**src/rtl/thread_wait_pkg.sv**
```systemverilog
package thread_wait_pkg;

    // Stall cause numbering; the flat vectors place cause c at bits [c*T +: T]
    localparam int unsigned CAUSE_COUNT  = 4;
    localparam int unsigned CAUSE_FETCH  = 0;
    localparam int unsigned CAUSE_STORE  = 1;
    localparam int unsigned CAUSE_OTHER  = 2;
    localparam int unsigned CAUSE_RSRC   = 3;

    localparam int unsigned THREAD_COUNT = 4;

    typedef enum logic [1:0] {
        TS_READY = 2'b00,
        TS_RUN   = 2'b01,
        TS_WAIT  = 2'b10
    } thr_state_e;

    // A cause lets a thread go when it is not masked or has just reported ready
    function automatic logic cause_released(input logic masked, input logic rdy);
        return (~masked) | rdy;
    endfunction

    // A cause still holds a thread when masked and not yet ready
    function automatic logic cause_holding(input logic masked, input logic rdy);
        return masked & ~rdy;
    endfunction

endpackage

```
**src/rtl/wait_mask_bank.sv**
```systemverilog
module wait_mask_bank #(
    parameter int unsigned THREADS = 4
) (
    input  logic               clk,
    input  logic               rst,
    input  logic [THREADS-1:0] stall_i,
    input  logic [THREADS-1:0] ready_i,
    output logic [THREADS-1:0] mask_o
);

    logic [THREADS-1:0] mask_q;

    // Stall sets the bit; ready clears it; otherwise the bit holds
    always_ff @(posedge clk) begin
        if (rst) begin
            mask_q <= '0;
        end else begin
            mask_q <= stall_i | (mask_q & ~ready_i);
        end
    end

    assign mask_o = mask_q;

    a_r3_reset_clears : assert property (@(posedge clk) rst |=> (mask_o == '0));

    for (genvar t = 0; t < THREADS; t++) begin : g_chk
        a_r1_stall_sets : assert property (@(posedge clk) disable iff (rst)
            stall_i[t] |=> mask_o[t]);
        a_r2_ready_clears : assert property (@(posedge clk) disable iff (rst)
            (ready_i[t] && !stall_i[t]) |=> !mask_o[t]);
        a_r2_idle_stays_clear : assert property (@(posedge clk) disable iff (rst)
            (!mask_o[t] && !stall_i[t]) |=> !mask_o[t]);
        a_r1_legal_pulses : assert property (@(posedge clk) disable iff (rst)
            !(stall_i[t] && ready_i[t]));
    end

endmodule

```
**src/rtl/thread_release_logic.sv**
```systemverilog
module thread_release_logic
    import thread_wait_pkg::*;
#(
    parameter int unsigned THREADS = 4,
    parameter int unsigned CAUSES  = 4,
    localparam int unsigned MW     = THREADS * CAUSES
) (
    input  logic [MW-1:0]      mask_i,
    input  logic [MW-1:0]      ready_i,
    input  logic [THREADS-1:0] resume_req_i,
    output logic [THREADS-1:0] complete_o,
    output logic [THREADS-1:0] start_o,
    output logic [THREADS-1:0] thaw_o
);

    for (genvar t = 0; t < THREADS; t++) begin : g_thr
        logic all_released;
        logic any_holding;
        logic any_masked;

        always_comb begin
            all_released = 1'b1;
            any_holding  = 1'b0;
            any_masked   = 1'b0;
            for (int c = 0; c < CAUSES; c++) begin
                all_released = all_released & cause_released(mask_i[c*THREADS+t], ready_i[c*THREADS+t]);
                any_holding  = any_holding  | cause_holding(mask_i[c*THREADS+t], ready_i[c*THREADS+t]);
                any_masked   = any_masked   | mask_i[c*THREADS+t];
            end
        end

        assign complete_o[t] = all_released & any_masked;
        assign start_o[t]    = resume_req_i[t] & all_released;
        assign thaw_o[t]     = resume_req_i[t] & any_holding;
    end

endmodule

```
**src/rtl/thread_state_tracker.sv**
```systemverilog
module thread_state_tracker
    import thread_wait_pkg::*;
#(
    parameter int unsigned THREADS = 4
) (
    input  logic                 clk,
    input  logic                 rst,
    input  logic [THREADS-1:0]   stall_any_i,
    input  logic [THREADS-1:0]   complete_i,
    input  logic [THREADS-1:0]   start_i,
    output logic [2*THREADS-1:0] state_o
);

    for (genvar t = 0; t < THREADS; t++) begin : g_thr
        thr_state_e st_q, st_d;

        always_comb begin
            st_d = st_q;
            if (stall_any_i[t]) begin
                st_d = TS_WAIT;
            end else begin
                unique case (st_q)
                    TS_READY: if (start_i[t]) st_d = TS_RUN;
                    TS_RUN:   st_d = TS_RUN;
                    TS_WAIT:  if (complete_i[t] || start_i[t]) st_d = TS_READY;
                    default:  st_d = TS_READY;
                endcase
            end
        end

        always_ff @(posedge clk) begin
            if (rst) begin
                st_q <= TS_READY;
            end else begin
                st_q <= st_d;
            end
        end

        assign state_o[2*t +: 2] = st_q;

        a_r7_stall_enters_wait : assert property (@(posedge clk) disable iff (rst)
            stall_any_i[t] |=> (state_o[2*t +: 2] == TS_WAIT));
        a_r8_wait_released : assert property (@(posedge clk) disable iff (rst)
            ((state_o[2*t +: 2] == TS_WAIT) && (complete_i[t] || start_i[t]) && !stall_any_i[t])
            |=> (state_o[2*t +: 2] == TS_READY));
        a_r9_run_holds : assert property (@(posedge clk) disable iff (rst)
            ((state_o[2*t +: 2] == TS_RUN) && !stall_any_i[t]) |=> (state_o[2*t +: 2] == TS_RUN));
        a_r3_reset_ready : assert property (@(posedge clk)
            rst |=> (state_o[2*t +: 2] == TS_READY));
    end

endmodule

```
**src/rtl/thread_wait_ctrl.sv**
```systemverilog
module thread_wait_ctrl
    import thread_wait_pkg::*;
#(
    parameter int unsigned THREADS = THREAD_COUNT,
    parameter int unsigned CAUSES  = CAUSE_COUNT,
    localparam int unsigned MW     = THREADS * CAUSES
) (
    input  logic                 clk,
    input  logic                 rst,
    input  logic [MW-1:0]        stall_i,
    input  logic [MW-1:0]        ready_i,
    input  logic [THREADS-1:0]   resume_req_i,
    output logic [MW-1:0]        wait_mask_o,
    output logic [THREADS-1:0]   complete_o,
    output logic [THREADS-1:0]   start_o,
    output logic [THREADS-1:0]   thaw_o,
    output logic [2*THREADS-1:0] state_o
);

    logic [MW-1:0]      mask;
    logic [THREADS-1:0] stall_any;

    // One mask bank per stall cause
    for (genvar c = 0; c < CAUSES; c++) begin : g_cause
        wait_mask_bank #(.THREADS(THREADS)) bank_i (
            .clk     (clk),
            .rst     (rst),
            .stall_i (stall_i[c*THREADS +: THREADS]),
            .ready_i (ready_i[c*THREADS +: THREADS]),
            .mask_o  (mask[c*THREADS +: THREADS])
        );
    end

    // Any cause stalling a thread this cycle
    for (genvar t = 0; t < THREADS; t++) begin : g_stall_or
        logic hit;
        always_comb begin
            hit = 1'b0;
            for (int c = 0; c < CAUSES; c++) begin
                hit = hit | stall_i[c*THREADS+t];
            end
        end
        assign stall_any[t] = hit;
    end

    thread_release_logic #(.THREADS(THREADS), .CAUSES(CAUSES)) release_i (
        .mask_i       (mask),
        .ready_i      (ready_i),
        .resume_req_i (resume_req_i),
        .complete_o   (complete_o),
        .start_o      (start_o),
        .thaw_o       (thaw_o)
    );

    thread_state_tracker #(.THREADS(THREADS)) tracker_i (
        .clk         (clk),
        .rst         (rst),
        .stall_any_i (stall_any),
        .complete_i  (complete_o),
        .start_i     (start_o),
        .state_o     (state_o)
    );

    assign wait_mask_o = mask;

    for (genvar t = 0; t < THREADS; t++) begin : g_chk
        logic thr_masked;
        always_comb begin
            thr_masked = 1'b0;
            for (int c = 0; c < CAUSES; c++) begin
                thr_masked = thr_masked | mask[c*THREADS+t];
            end
        end
        a_r6_start_thaw_excl : assert property (@(posedge clk) disable iff (rst)
            !(start_o[t] && thaw_o[t]));
        a_r4_complete_needs_mask : assert property (@(posedge clk) disable iff (rst)
            complete_o[t] |-> thr_masked);
        a_r10_wait_iff_masked : assert property (@(posedge clk) disable iff (rst)
            (state_o[2*t +: 2] == TS_WAIT) == thr_masked);
    end

endmodule

```
**config.mk**
```make
export PLATFORM = sky130hd
export DESIGN_NAME = thread_wait_ctrl
export DESIGN_NICKNAME = d
export VERILOG_FILES = /design/src/rtl/thread_wait_pkg.sv /design/src/rtl/wait_mask_bank.sv /design/src/rtl/thread_release_logic.sv /design/src/rtl/thread_state_tracker.sv /design/src/rtl/thread_wait_ctrl.sv
export SDC_FILE = /design/constraint.sdc
export NUM_CORES = 1
export LEC_CHECK = 0
export ABC_AREA = 1
export ABC_CLOCK_PERIOD_IN_PS = 1400
export BUFFER_PORTS_ARGS = -buffer_cell sky130_fd_sc_hd__buf_4
export CORE_MARGIN = 2
export CORE_UTILIZATION = 44
export CTS_CLUSTER_SIZE = 14
export DETAILED_ROUTE_END_ITERATION = 8
export GPL_TIMING_DRIVEN = 0
export PLACE_DENSITY = 0.78
export SLEW_MARGIN = 20
export SYNTH_ARGS = -nofsm -noshare
export SYNTH_HDL_FRONTEND = slang
export SYNTH_HIERARCHICAL = 1
export SYNTH_SLANG_ARGS = --single-unit
```
**constraint.sdc**
```tcl
create_clock -name clk -period 1.4 [get_ports clk]
set_clock_uncertainty 0.15 [all_clocks]
set_input_delay 0.28 -clock clk [delete_from_list [all_inputs] [get_ports clk]]
set_output_delay 0.28 -clock clk [all_outputs]
set_load 0.03 [all_outputs]
```
* Word level (Yosys, flattened, before mapping) *
Cells that the tools add are included.

operators by class
  equal/unequal tests = 24
  muxes and demuxes = 16
  bitwise gates (word level) = 136
  reductions and logical operators = 20

operator list
  kind                number
  $or 1x1->1          52
  $and 1x1->1         40
  $not 1->1           32
  $mux 2              12
  $ne 3x2->1 const B  8
  $pmux 2 s3          4
  $and 4x4->4         4
  $ne 2x1->1 const B  8
  $not 4->4           4
  $or 4x4->4          4
  $reduce_and 2->1    8
  $eq 2x1->1 const B  4
  $eq 2x2->1 const B  4
  $logic_not 2->1     4
  $reduce_or 2->1     4
  $logic_or 1x1->1    4

word-level totals
  flip-flop bits (word level) = 24
  input bits = 38
  output and inout bits = 36
  logic and storage cells = 208

* Longest topological paths before layout *
Gate-level depths: netlist (run 1).

  depth after elaboration = 10
  mapped depth = 9

* Cells and area by module *
Netlist (run 1), hierarchy kept.

by module, submodules not included
  module                instances  cells an instance  area an instance (µm²)  seq. area each (µm²)
  wait_mask_bank        4          20                 145.1                   80.1
  thread_release_logic  1          85                 356.6                   0.0
  thread_state_tracker  1          41                 351.6                   160.2
  thread_wait_ctrl      1          12                 45.0                    0.0

* Least setup slack after synthesis (run 1) *
Ideal clock, no wire load.

  path type = register to register
  from = register g_cause[2].bank_i.mask_q[0]
  to = register tracker_i.g_thr[0].st_q[1]
  setup time = 0.114 ns
  data arrival time = 1.432 ns
  data required time = 1.136 ns
  path slack = -0.296 ns
  stages on the path, launching flop included = 7
  buffers on the path = 0
  clock period less this slack = 1.696 ns
  path through = dfxtp_1 -> nor2_1 -> and2_1 -> nor2_1 -> nor2_1 -> nand2_1 -> a21oi_2

between the ends
  word-level cells in the longest chain between the ends = 8
  elaborated cells on any way between the ends = 12

RTL lines
  what                          RTL line                    text
  start: declaration            wait_mask_bank.sv:11        logic [THREADS-1:0] mask_q;
  start signal: assignment      wait_mask_bank.sv:18        mask_q <= stall_i | (mask_q & ~ready_i);
  $not 1->1                     thread_wait_pkg.sv:20       return (~masked) | rdy;
  $or 1x1->1                    thread_wait_pkg.sv:20
  $and 1x1->1 (2 in series)     thread_release_logic.sv:26  all_released = all_released & cause_released(mask_i[c*THREADS+t], ready_i[c*THREADS+t]);
  $and 1x1->1 *                 thread_release_logic.sv:32  assign complete_o[t] = all_released & any_masked;
  via complete_o[0]             thread_wait_ctrl.sv:14      output logic [THREADS-1:0] complete_o,
  $logic_or 1x1->1 *            thread_state_tracker.sv:25  TS_WAIT: if (complete_i[t] || start_i[t]) st_d = TS_READY;
  $ne 3x2->1 (no line) *        n/a
  $reduce_and 2->1 (no line) *  n/a
  end signal: assignment        thread_state_tracker.sv:35  st_q <= st_d;
  end: declaration              thread_state_tracker.sv:15  thr_state_e st_q, st_d;

Mark *: on every way through the listed nets, which the timed path passes. The rest lies on a longest branch.
A chain may end at the register's enable or synchronous reset.

* Worst setup path after layout (run 1) *
  from = register g_cause[2].bank_i.mask_q[0]
  to = output complete_o[0]

between the ends
  word-level cells in the longest chain between the ends = 5
  elaborated cells on any way between the ends = 7

RTL lines
  what                       RTL line
  $not 1->1                  thread_wait_pkg.sv:20
  $or 1x1->1                 thread_wait_pkg.sv:20
  $and 1x1->1 (2 in series)  thread_release_logic.sv:26
  $and 1x1->1 *              thread_release_logic.sv:32
  end: declaration           thread_wait_ctrl.sv:14

Mark *: on every way between the ends. The rest lies on a longest branch, timed or not.

==> results.yml, run 1 <==
status:
  outcome: "complete, but fails checks"
  violations: "setup timing"
critical_path:
  path_delay_family: "flip-flops"
  worstPathArrival_ps: 1200
  cp_slowest_cell: "dfxtp_4"
  cp_common_cell: "nand2_2"
  worst_r2r_endpoint: "tracker_i/g_thr[1].st_q[1]$_SDFFE_PP0P_"
  crit_chain: "nand2_2 -> nand2_2 -> inv_2 -> nand2_4 -> nor2_4 -> buf_6"
  crit_path_end_kind: "output port"
  start_kind: "flip-flop"
  crit_fanout: 3
  r2r-start: "g_cause[0].bank_i/mask_o[1]$_SDFF_PP0_"
  worstPathBufferInverterCount: 2
  rrSetupSlack_ps: 10
  required_ps: 970
  path_class: "reg2out"
  critPathMaxStageDelay_ps: 380
  reg2reg_depth: 10
power:
  internal_power_mw: 1.40
  p_per_area_nw_per_um2: 833
  pwr-share-seq_pct: 36.5
  power_switching_mw: 0.685
  p_total_mw: 2.09
  peakVddDrop_uv: 549
  power_leakage_nw: 1.40
  comb_power_share_pct: 39.5
  switching_share_pct: 32.9
  clkPwrFrac_pct: 24.0
place:
  dp_hpwl_um: 2440
  place_ws_ps: 37.1
  numPortBuffers: 73
  gp_congestion: 0.711
  place_inst: 322
sta:
  max_clock_freq_mhz: 613
  maxSlewViolCount: 0
  rsz0062_at_grt: "yes"
  max_slew_margin_pct: 85.1
  timing.final.hold_violations: 0
  worst_pin_slew_ps: 221
  final.setup.worst_slack_ps: -231
  final.period_utilization_pct: 116
  period_minus_slack_ps: 1630
  finalSetupViolCount: 15
layout:
  fin_cells: 350
  nets: 358
  multi_input_area_um2: 771
  register_area_um2: 505
  nFillCells: 160
  diodes: 0
  area_growth_pct: 87.7
  drive_above_1_share_pct: 59.9
cts:
  clock-sinks: 24
  cts-root-buf: "clkbuf_4"
  ctsLongestPathBuffers: 2
  insertion_delay_ps: 320
  cts_tree: "yes"
  htree_levels: 1
  clkTransAtPathRegs_ps: 140
  numCtsBuffers: 3
route:
  routedWlPerCell_um: 11.5
  num_vias: 1606
  drt_iter0_drc: 44
  dr.pass1.iters: 4
  met2_length_um: 2290
  top_layer: "met4"
  wl_met3_um: 140
  drt_wl_total_um: 4010
  m1WireLength_um: 1550
  drtAntennaViolNets: 0
  remaining_drc_errors: 0
  via_per_inst: 4.59
synth:
  yosys.area.top_type: "dfxtp_1"
  ys_types: 13
  yosys-top-cells-count: "inv_1 (61), nand2_1 (41), nor2_1 (36), dfxtp_1 (24), a21oi_1 (16)"
  syn_area_um2: 1330
  avgSynthCellArea_um2: 6.12
  synth.net_count: 256
  ys_ff_latch: 24
  synth.area.top_cells: "dfxtp_1 (36%), inv_1 (17%), nand2_1 (12%)"
  synthArstFlopShare_pct: 0
  syn_inst: 218
  synth_warnings: 6
  synth-seq-area-share_pct: 36.0
  synth_edf_count: 0
  synth_most_common_cell: "inv_1"
  synth_ff_type: "dfxtp_1"
  synth_top_area_share_pct: 36.0
floorplanning:
  core_um2: 2830
  num_io_pins: 74
  placementRows: 19
  die_w_um: 59.1
  die_area_um2: 3490
  start_util_pct: 47.1
  die_y_um: 59.1
grt:
  grt_pass1_vias: 1482
  grt_util_all_layers_pct: 21.2
  grt_pass1_wl_um: 5780
  grt_max_degree: 18
  overflow: 0
  antenna_found_initial: 0
job:
  drv_cap: 0
hold_path:
  whs_endpoint: "g_cause[3].bank_i/mask_o[1]$_SDFF_PP0_"
  whs_path_depth: 3
  hold_class: "in2reg"
  hp-start: "stall_i[13]"
==> what timing repair did <==
item                                    in CTS  in global routing
hold buffers                                 0                  0
setup buffers                               20                  6
hold endpoints to repair                     0                  0
gates resized for setup                     36                 43
pin swaps                                   28                 12
endpoints found under the setup margin      12                 31
==> sequential cells by signal (all words and copies together), names as in the netlist <==
signal / flops
g_cause.bank_i/mask_o: 16
tracker_i/g_thr.st_q: 8
==> final cells by class <==
class	instances	area share (%)
clock inverter	1	1.20
clock buffer	3	0.900
inverter	69	10.4
tap	31	1.55
buffer	1	0.450
timing repair buffer	97	34.5
multi-input combinational	124	30.8
sequential	24	20.2
==> kinds of logic after synthesis <==
group / Yosys count / share of synthesized area [%]
compound gates: 24 / 10.1
buf+inv: 70 / 20.3
flops: 24 / 36.0
simple gates: 100 / 33.6
==> how the worst max path moves through the flow <==
stage / startpoint / to / depth (start not counted)
floorplan: g_cause[1].bank_i/mask_o[0]$_SDFF_PP0_ / thaw_o[0] / 4
global placement: ready_i[2] / start_o[2] / 8
detailed placement: ready_i[10] / start_o[2] / 8
CTS: g_cause[1].bank_i/mask_o[0]$_SDFF_PP0_ / start_o[0] / 6
global route: g_cause[2].bank_i/mask_o[0]$_SDFF_PP0_ / complete_o[0] / 6
finish: g_cause[2].bank_i/mask_o[0]$_SDFF_PP0_ / complete_o[0] / 6
==> power by group through the flow <==
stage	sequential, mW	clock, mW	combinational, mW
3_3_place_gp	0.775	0	0.606
3_5_place_dp	0.776	0	0.615
4_1_cts	0.756	0.512	0.739
6_report	0.761	0.501	0.823
2_1_floorplan	0.848	0	0.303
5_1_grt	0.766	0.546	0.878
==> through the flow <==
step,instance area [µm²],util (%),setup TNS (ps),hold slack (ps)
2_1_floorplan,1420,-,0,192
3_3_place_gp,2010,71.1,0,314
3_5_place_dp,2010,71.1,0,320
4_1_cts,2330,82.4,-2120,31.8
5_1_grt,2500,88.5,-3680,4.81
6_report,2500,88.5,-2420,37.6
==> cell usage in the layout, fill, tap and decap left out, drive strengths merged <==
cell type / instances
bufinv: 1
dfxtp: 24
o21ai: 4
nor3: 4
a21oi: 20
and2: 3
nor2: 40
clkbuf: 3
inv: 69
buf: 98
nand2: 53
==> per-layer routing <==
metal / GRT usage (%) / vias up
met3: 2.40 / 2
li1: - / 817
met4: 8.44 / 0
met5: 0 / -
met2: 40.5 / 41
met1: 23.6 / 746
==> worst register-to-register path, delay by kind of cell (launching register included) <==
family	cells	cell delay [ps]
simple gates	6	430
flops	1	380
buf+inv	3	290
compound gates	1	100
(Power assumes the default switching activity.)
==> run 2: changes to the inputs <==
--- a/config.mk
+++ b/config.mk
@@ -8,7 +8,8 @@
 export ABC_AREA = 1
 export ABC_CLOCK_PERIOD_IN_PS = 1400
 export BUFFER_PORTS_ARGS = -buffer_cell sky130_fd_sc_hd__buf_4
-export CORE_MARGIN = 2
+export CAP_MARGIN = 20
+export CORE_MARGIN = 1
 export CORE_UTILIZATION = 44
 export CTS_CLUSTER_SIZE = 14
 export DETAILED_ROUTE_END_ITERATION = 8
==> run 2 against run 1 <==
- the flow finishes with violations (DRC, setup timing)
- critical path depth stayed put
- non-clock buffer count shrank 3
- wire length down 12%
- largest power group unchanged
==> results.yml, run 2 (synthesis results as in run 1) <==
floorplanning:
  die_y_um: 57.1
  placementRows: 19
  die_area_um2: 3260
  num_io_pins: 74
  die_w_um: 57.1
  start_util_pct: 47.5
  core_um2: 2810
critical_path:
  start_kind: "flip-flop"
  required_ps: 970
  cp_slowest_cell: "dfxtp_2"
  cp_common_cell: "nand2_2"
  worstPathArrival_ps: 1170
  crit_path_end_kind: "output port"
  crit_fanout: 3
  critPathMaxStageDelay_ps: 350
  path_class: "reg2out"
  crit_chain: "nand2_2 -> nand2_2 -> inv_2 -> nand2_4 -> nor2_4 -> buf_6"
job:
  drv_cap: 0
route:
  via_per_inst: 4.44
  dr.pass1.iters: 6
  routedWlPerCell_um: 10.1
  remaining_drc_errors: 6
  drt_wl_total_um: 3510
  num_vias: 1536
  drt_iter0_drc: 49
  drtAntennaViolNets: 0
grt:
  grt_util_all_layers_pct: 21.7
  overflow: 0
  grt_pass1_vias: 1425
  antenna_found_initial: 0
  grt_pass1_wl_um: 5660
  grt_max_degree: 18
sta:
  final.setup.worst_slack_ps: -199
  final.period_utilization_pct: 114
  max_clock_freq_mhz: 626
  timing.final.hold_violations: 0
  maxSlewViolCount: 0
  rsz0062_at_grt: "yes"
  finalSetupTns_ps: -2010
  max_slew_margin_pct: 84.5
  period_minus_slack_ps: 1600
  finalSetupViolCount: 14
  worst_pin_slew_ps: 231
layout:
  nets: 355
  nFillCells: 188
  drive_above_1_share_pct: 56.8
  layout_commonest_cell: "buf_4"
  final_cell_mix: "buf_4 (72), inv_1 (61), nand2_1 (28)"
  largest_reg_flops: 16
  area_growth_pct: 76.2
  diodes: 0
  final_core_util_pct: 83.8
  fin_area_um2: 2350
power:
  peakVddDrop_uv: 589
  p_total_mw: 1.83
  power_leakage_nw: 1.34
  p_per_area_nw_per_um2: 779
cts:
  insertion_delay_ps: 310
  cts_tree: "yes"
  numCtsBuffers: 3
  cts-root-buf: "clkbuf_4"
  htree_levels: 1
  ctsLongestPathBuffers: 2
  clkTransAtPathRegs_ps: 130
  clock-sinks: 24
place:
  place_area_um2: 2010
  place_ws_ps: 43.3
  numPortBuffers: 73
  dp_hpwl_um: 2360
  gp_congestion: 0.738
status:
  outcome: "complete, but fails checks"
  violations: "DRC, setup timing"
hold_path:
  hold_class: "in2reg"
==> run 2: layer usage <==
metal | vias to the layer above | GRT usage (%) | part of all wire, %
li1 | 811 | - | -
met1 | 669 | 24.6 | 38
met2 | 48 | 41.0 | 55
met3 | 8 | 3.85 | 5.0
met4 | 0 | 6.97 | 1.8
met5 | - | 0 | 0
==> run 2: critical path: cells and delay by family, from the launching register on <==
family | cells | cell delay, ps
and+or+nand+nor | 4 | 300
buffers and inverters | 2 | 200
DFF | 1 | 350
==> run 2: worst paths after layout <==
| kind | start | end | slack, ps | depth (start not counted) |
|---|---|---|---|---|
| setup reg to reg | g_cause[0].bank_i/mask_o[3]$_SDFF_PP0_ | tracker_i/g_thr[3].st_q[1]$_SDFFE_PP0P_ | -20 | 9 |
| hold reg to reg | g_cause[1].bank_i/mask_o[3]$_SDFF_PP0_ | g_cause[1].bank_i/mask_o[3]$_SDFF_PP0_ | 340 | 2 |
| hold / removal | ready_i[4] | g_cause[1].bank_i/mask_o[0]$_SDFF_PP0_ | 50 | 4 |
| setup / recovery | g_cause[3].bank_i/mask_o[1]$_SDFF_PP0_ | complete_o[1] | -200 | 6 |
==> run 2: layout make-up <==
class / count / area, µm² / area share [%]
multi-input cells: 124 / 727 / 30.9
repair buffers: 94 / 788 / 33.5
inverters: 69 / 259 / 11.0
flip-flops and latches: 24 / 503 / 21.4
clock buffers: 3 / 22.5 / 0.958
well taps: 31 / 38.8 / 1.65
plain buffers: 1 / 11.3 / 0.479
==> run 2: repair_timing <==
action	CTS	global route
hold buffers	0	0
resized for setup	24	26
setup buffers	17	4
setup endpoints to repair	12	25
pin swaps	23	20
==> run 2: power breakdown <==
group	total (mW)	internal, mW	switching [mW]
Clock	0.297	0.101	0.197
Sequential	0.759	0.727	0.0328
Combinational	0.773	0.361	0.411
Total	1.83	1.19	0.641
==> run 2: stage by stage <==
stage	std cells	hold slack (ps)
after detailed placement	322	321
after global placement	322	313
after CTS	342	38.6
final	346	47.8
after global routing	346	38.1
after floorplan	218	192
==> run 3: changes to the inputs <==
--- a/config.mk
+++ b/config.mk
@@ -5,17 +5,16 @@
 export SDC_FILE = /design/constraint.sdc
 export NUM_CORES = 1
 export LEC_CHECK = 0
-export ABC_AREA = 1
 export ABC_CLOCK_PERIOD_IN_PS = 1400
 export BUFFER_PORTS_ARGS = -buffer_cell sky130_fd_sc_hd__buf_4
 export CAP_MARGIN = 20
 export CORE_MARGIN = 1
-export CORE_UTILIZATION = 44
+export CORE_UTILIZATION = 41
 export CTS_CLUSTER_SIZE = 14
 export DETAILED_ROUTE_END_ITERATION = 8
 export GPL_TIMING_DRIVEN = 0
-export PLACE_DENSITY = 0.78
-export SLEW_MARGIN = 20
+export PLACE_DENSITY = 0.77
+export SLEW_MARGIN = 10
 export SYNTH_ARGS = -nofsm -noshare
 export SYNTH_HDL_FRONTEND = slang
 export SYNTH_HIERARCHICAL = 1
==> run 3 against run 2 <==
- the flow finishes with violations (setup timing)
- wire length grew 14%
- sequential share of layout area grew 1.6 points
- sequential cell count is the same
- critical path depth shrank 2
- via count shrank 14%
- clock power grew 7.1%
- sequential power grew 2%
- critical path type unchanged
- highest routed layer unchanged
==> results.yml, run 3 <==
synth:
  synth-seq-area-share_pct: 42.0
  synth_warnings: 6
  avgSynthCellArea_um2: 8.36
  syn_area_um2: 1140
  synthArstFlopShare_pct: 0
  synth_edf_count: 0
  yosys.area_share.adder_pct: 0
  ys_ff_latch: 24
  ys_types: 12
  yosys-top-cells-count: "inv_1 (28), nand2b_1 (28), dfxtp_1 (24), a21oi_1 (16), nor2_1 (12)"
  synthXorXnorAreaFrac_pct: 0
  yosys.area.top_type: "dfxtp_1"
  synth.net_count: 175
  muxShareOfSynthArea_pct: 0
  synth.area.top_cells: "dfxtp_1 (42%), nand2b_1 (15%), inv_1 (9.2%)"
  synth_top_family_by_area: "simple AND/OR/NAND/NOR gates"
  syn_inst: 137
  synth_ff_type: "dfxtp_1"
  synth_compound_area_share_pct: 15.3
  synth-simple-area-share_pct: 33.2
  synth_top_area_share_pct: 42.0
power:
  peakVddDrop_uv: 651
  p_per_area_nw_per_um2: 789
  power_leakage_nw: 1.11
critical_path:
  worstPathArrival_ps: 1350
  rrSetupSlack_ps: -350
  r2r-start: "g_cause[1].bank_i/mask_o[0]$_SDFF_PP0_"
  start_kind: "flip-flop"
  crit_fanout: 3
  required_ps: 970
  path_class: "reg2out"
  worst_r2r_endpoint: "tracker_i/g_thr[0].st_q[1]$_SDFFE_PP0P_"
  crit_path_end_kind: "output port"
  reg2reg_depth: 6
cts:
  clkTransAtPathRegs_ps: 140
  insertion_delay_ps: 310
  clock-sinks: 24
  cts_tree: "yes"
  cts-root-buf: "clkbuf_4"
  numCtsBuffers: 3
  ctsLongestPathBuffers: 2
  htree_levels: 1
layout:
  final_cell_mix: "buf_4 (50), buf_6 (38), inv_1 (24)"
  largest_reg_flops: 16
  fin_area_um2: 2350
  nets: 268
  nFillCells: 109
  fin_cells: 259
  area_growth_pct: 105
  layout_commonest_cell: "buf_4"
  diodes: 0
  drive_above_1_share_pct: 66.4
  final_core_util_pct: 91.4
place:
  place_inst: 240
  numPortBuffers: 73
  dp_hpwl_um: 2420
  place_area_um2: 1940
  gp_congestion: 0.729
  place_ws_ps: -265
sta:
  final.setup.worst_slack_ps: -380
  maxSlewViolCount: 0
  final.period_utilization_pct: 127
  rsz0062_at_grt: "yes"
  max_slew_margin_pct: 67.9
  period_minus_slack_ps: 1780
  worst_pin_slew_ps: 481
  timing.final.hold_violations: 0
  max_clock_freq_mhz: 562
  finalSetupViolCount: 19
route:
  via_per_inst: 5.12
  routedWlPerCell_um: 15.4
  dr.pass1.iters: 4
  drtAntennaViolNets: 0
  remaining_drc_errors: 0
  num_vias: 1327
  drt_wl_total_um: 4000
  drt_iter0_drc: 19
grt:
  grt_util_all_layers_pct: 26.0
  grt_pass1_vias: 1264
  grt_max_degree: 18
  grt_pass1_wl_um: 5460
  antenna_found_initial: 0
  overflow: 0
floorplanning:
  die_w_um: 54.8
  placementRows: 18
  start_util_pct: 44.6
  num_io_pins: 74
  die_y_um: 54.8
  core_um2: 2570
  die_area_um2: 3010
job:
  drv_cap: 0
hold_path:
  hp-start: "stall_i[14]"
  hold_class: "in2reg"
  whs_path_depth: 3
  whs_endpoint: "g_cause[3].bank_i/mask_o[2]$_SDFF_PP0_"
status:
  violations: "setup timing"
  outcome: "complete, but fails checks"
[run 3: changes by cell type in the layout (fill, tap and decap cells not counted), moves of 16 or more]
| cell | previous run | this run |
|---|---|---|
| inv_1 | 61 | 24 |
| nand2_1 | 28 | 0 |
| buf_4 | 72 | 50 |
| nand2_2 | 21 | 0 |
| nand2b_1 | 0 | 16 |
| nor2_1 | 20 | 4 |
[run 3: worst max-delay path by stage]
stage                                                          to  cells past startpoint                                    from  slack [ps]
after floorplan           tracker_i/g_thr[3].st_q[1]$_SDFFE_PP0P_                      5  g_cause[1].bank_i/mask_o[3]$_SDFF_PP0_        -270
after global placement    tracker_i/g_thr[1].st_q[1]$_SDFFE_PP0P_                      6                              ready_i[1]        -240
after detailed placement  tracker_i/g_thr[2].st_q[1]$_SDFFE_PP0P_                      6                              ready_i[2]        -270
after CTS                                               thaw_o[0]                      4  g_cause[1].bank_i/mask_o[0]$_SDFF_PP0_        -380
after global routing                                    thaw_o[2]                      4  g_cause[1].bank_i/mask_o[2]$_SDFF_PP0_        -440
final                                                   thaw_o[0]                      4  g_cause[1].bank_i/mask_o[0]$_SDFF_PP0_        -380
[run 3: layer usage]
metal	up-vias	track usage [%]	wire length, µm
li1	643	-	-
met1	625	29.9	1580
met2	52	46.4	2140
met3	7	6.39	228
met4	0	8.55	48
met5	-	0	0
[run 3: cell type report]
| class | instances | area, µm² | share of cell area, % |
|---|---|---|---|
| plain buffers | 1 | 3.75 | 0.160 |
| clock buffers | 3 | 22.5 | 0.960 |
| clock inverters | 1 | 3.75 | 0.160 |
| inverters | 28 | 108 | 4.59 |
| multi-input cells | 84 | 827 | 35.3 |
| flip-flops and latches | 24 | 541 | 23.0 |
| well taps | 30 | 37.5 | 1.60 |
| repair buffers | 88 | 803 | 34.2 |
[run 3: worst max-delay path: stages, from the launching register on]
cell       delay, ps
dfxtp_4          380
inv_2             40
o2111ai_4        280
and2_4           210
buf_6            120
[run 3: what timing repair did]
action                                  CTS  global route
resized for setup                        56            10
endpoints found under the setup margin   16            27
hold buffers                              0             0
buffers inserted                         12             5
pin swaps                                18            10
[run 3: logic make-up (layout without fill, tap and decap cells)]
kind of cell / Yosys count / in the layout
flip-flops: 24 / 24
AND/OR/NAND/NOR: 60 / 60
AO/OA/AOI/OAI: 24 / 24
buffers and inverters: 29 / 121
[run 3: through the flow]
stage	setup TNS [ps]	hold WS (ps)	total power, mW
after floorplan	-1140	189	1.15
after global placement	-1490	274	1.37
after detailed placement	-2030	289	1.39
after CTS	-4990	26.9	1.82
after global routing	-6360	19.7	1.93
final	-5230	38.4	1.85
[run 3: power by group]
part           leakage [nW]  switching (mW)  total (mW)  internal [mW]
clock network        0.0154           0.214       0.318          0.104
registers             0.208          0.0576       0.771          0.713
logic                 0.890           0.373       0.761          0.388
total                  1.11           0.645        1.85           1.20
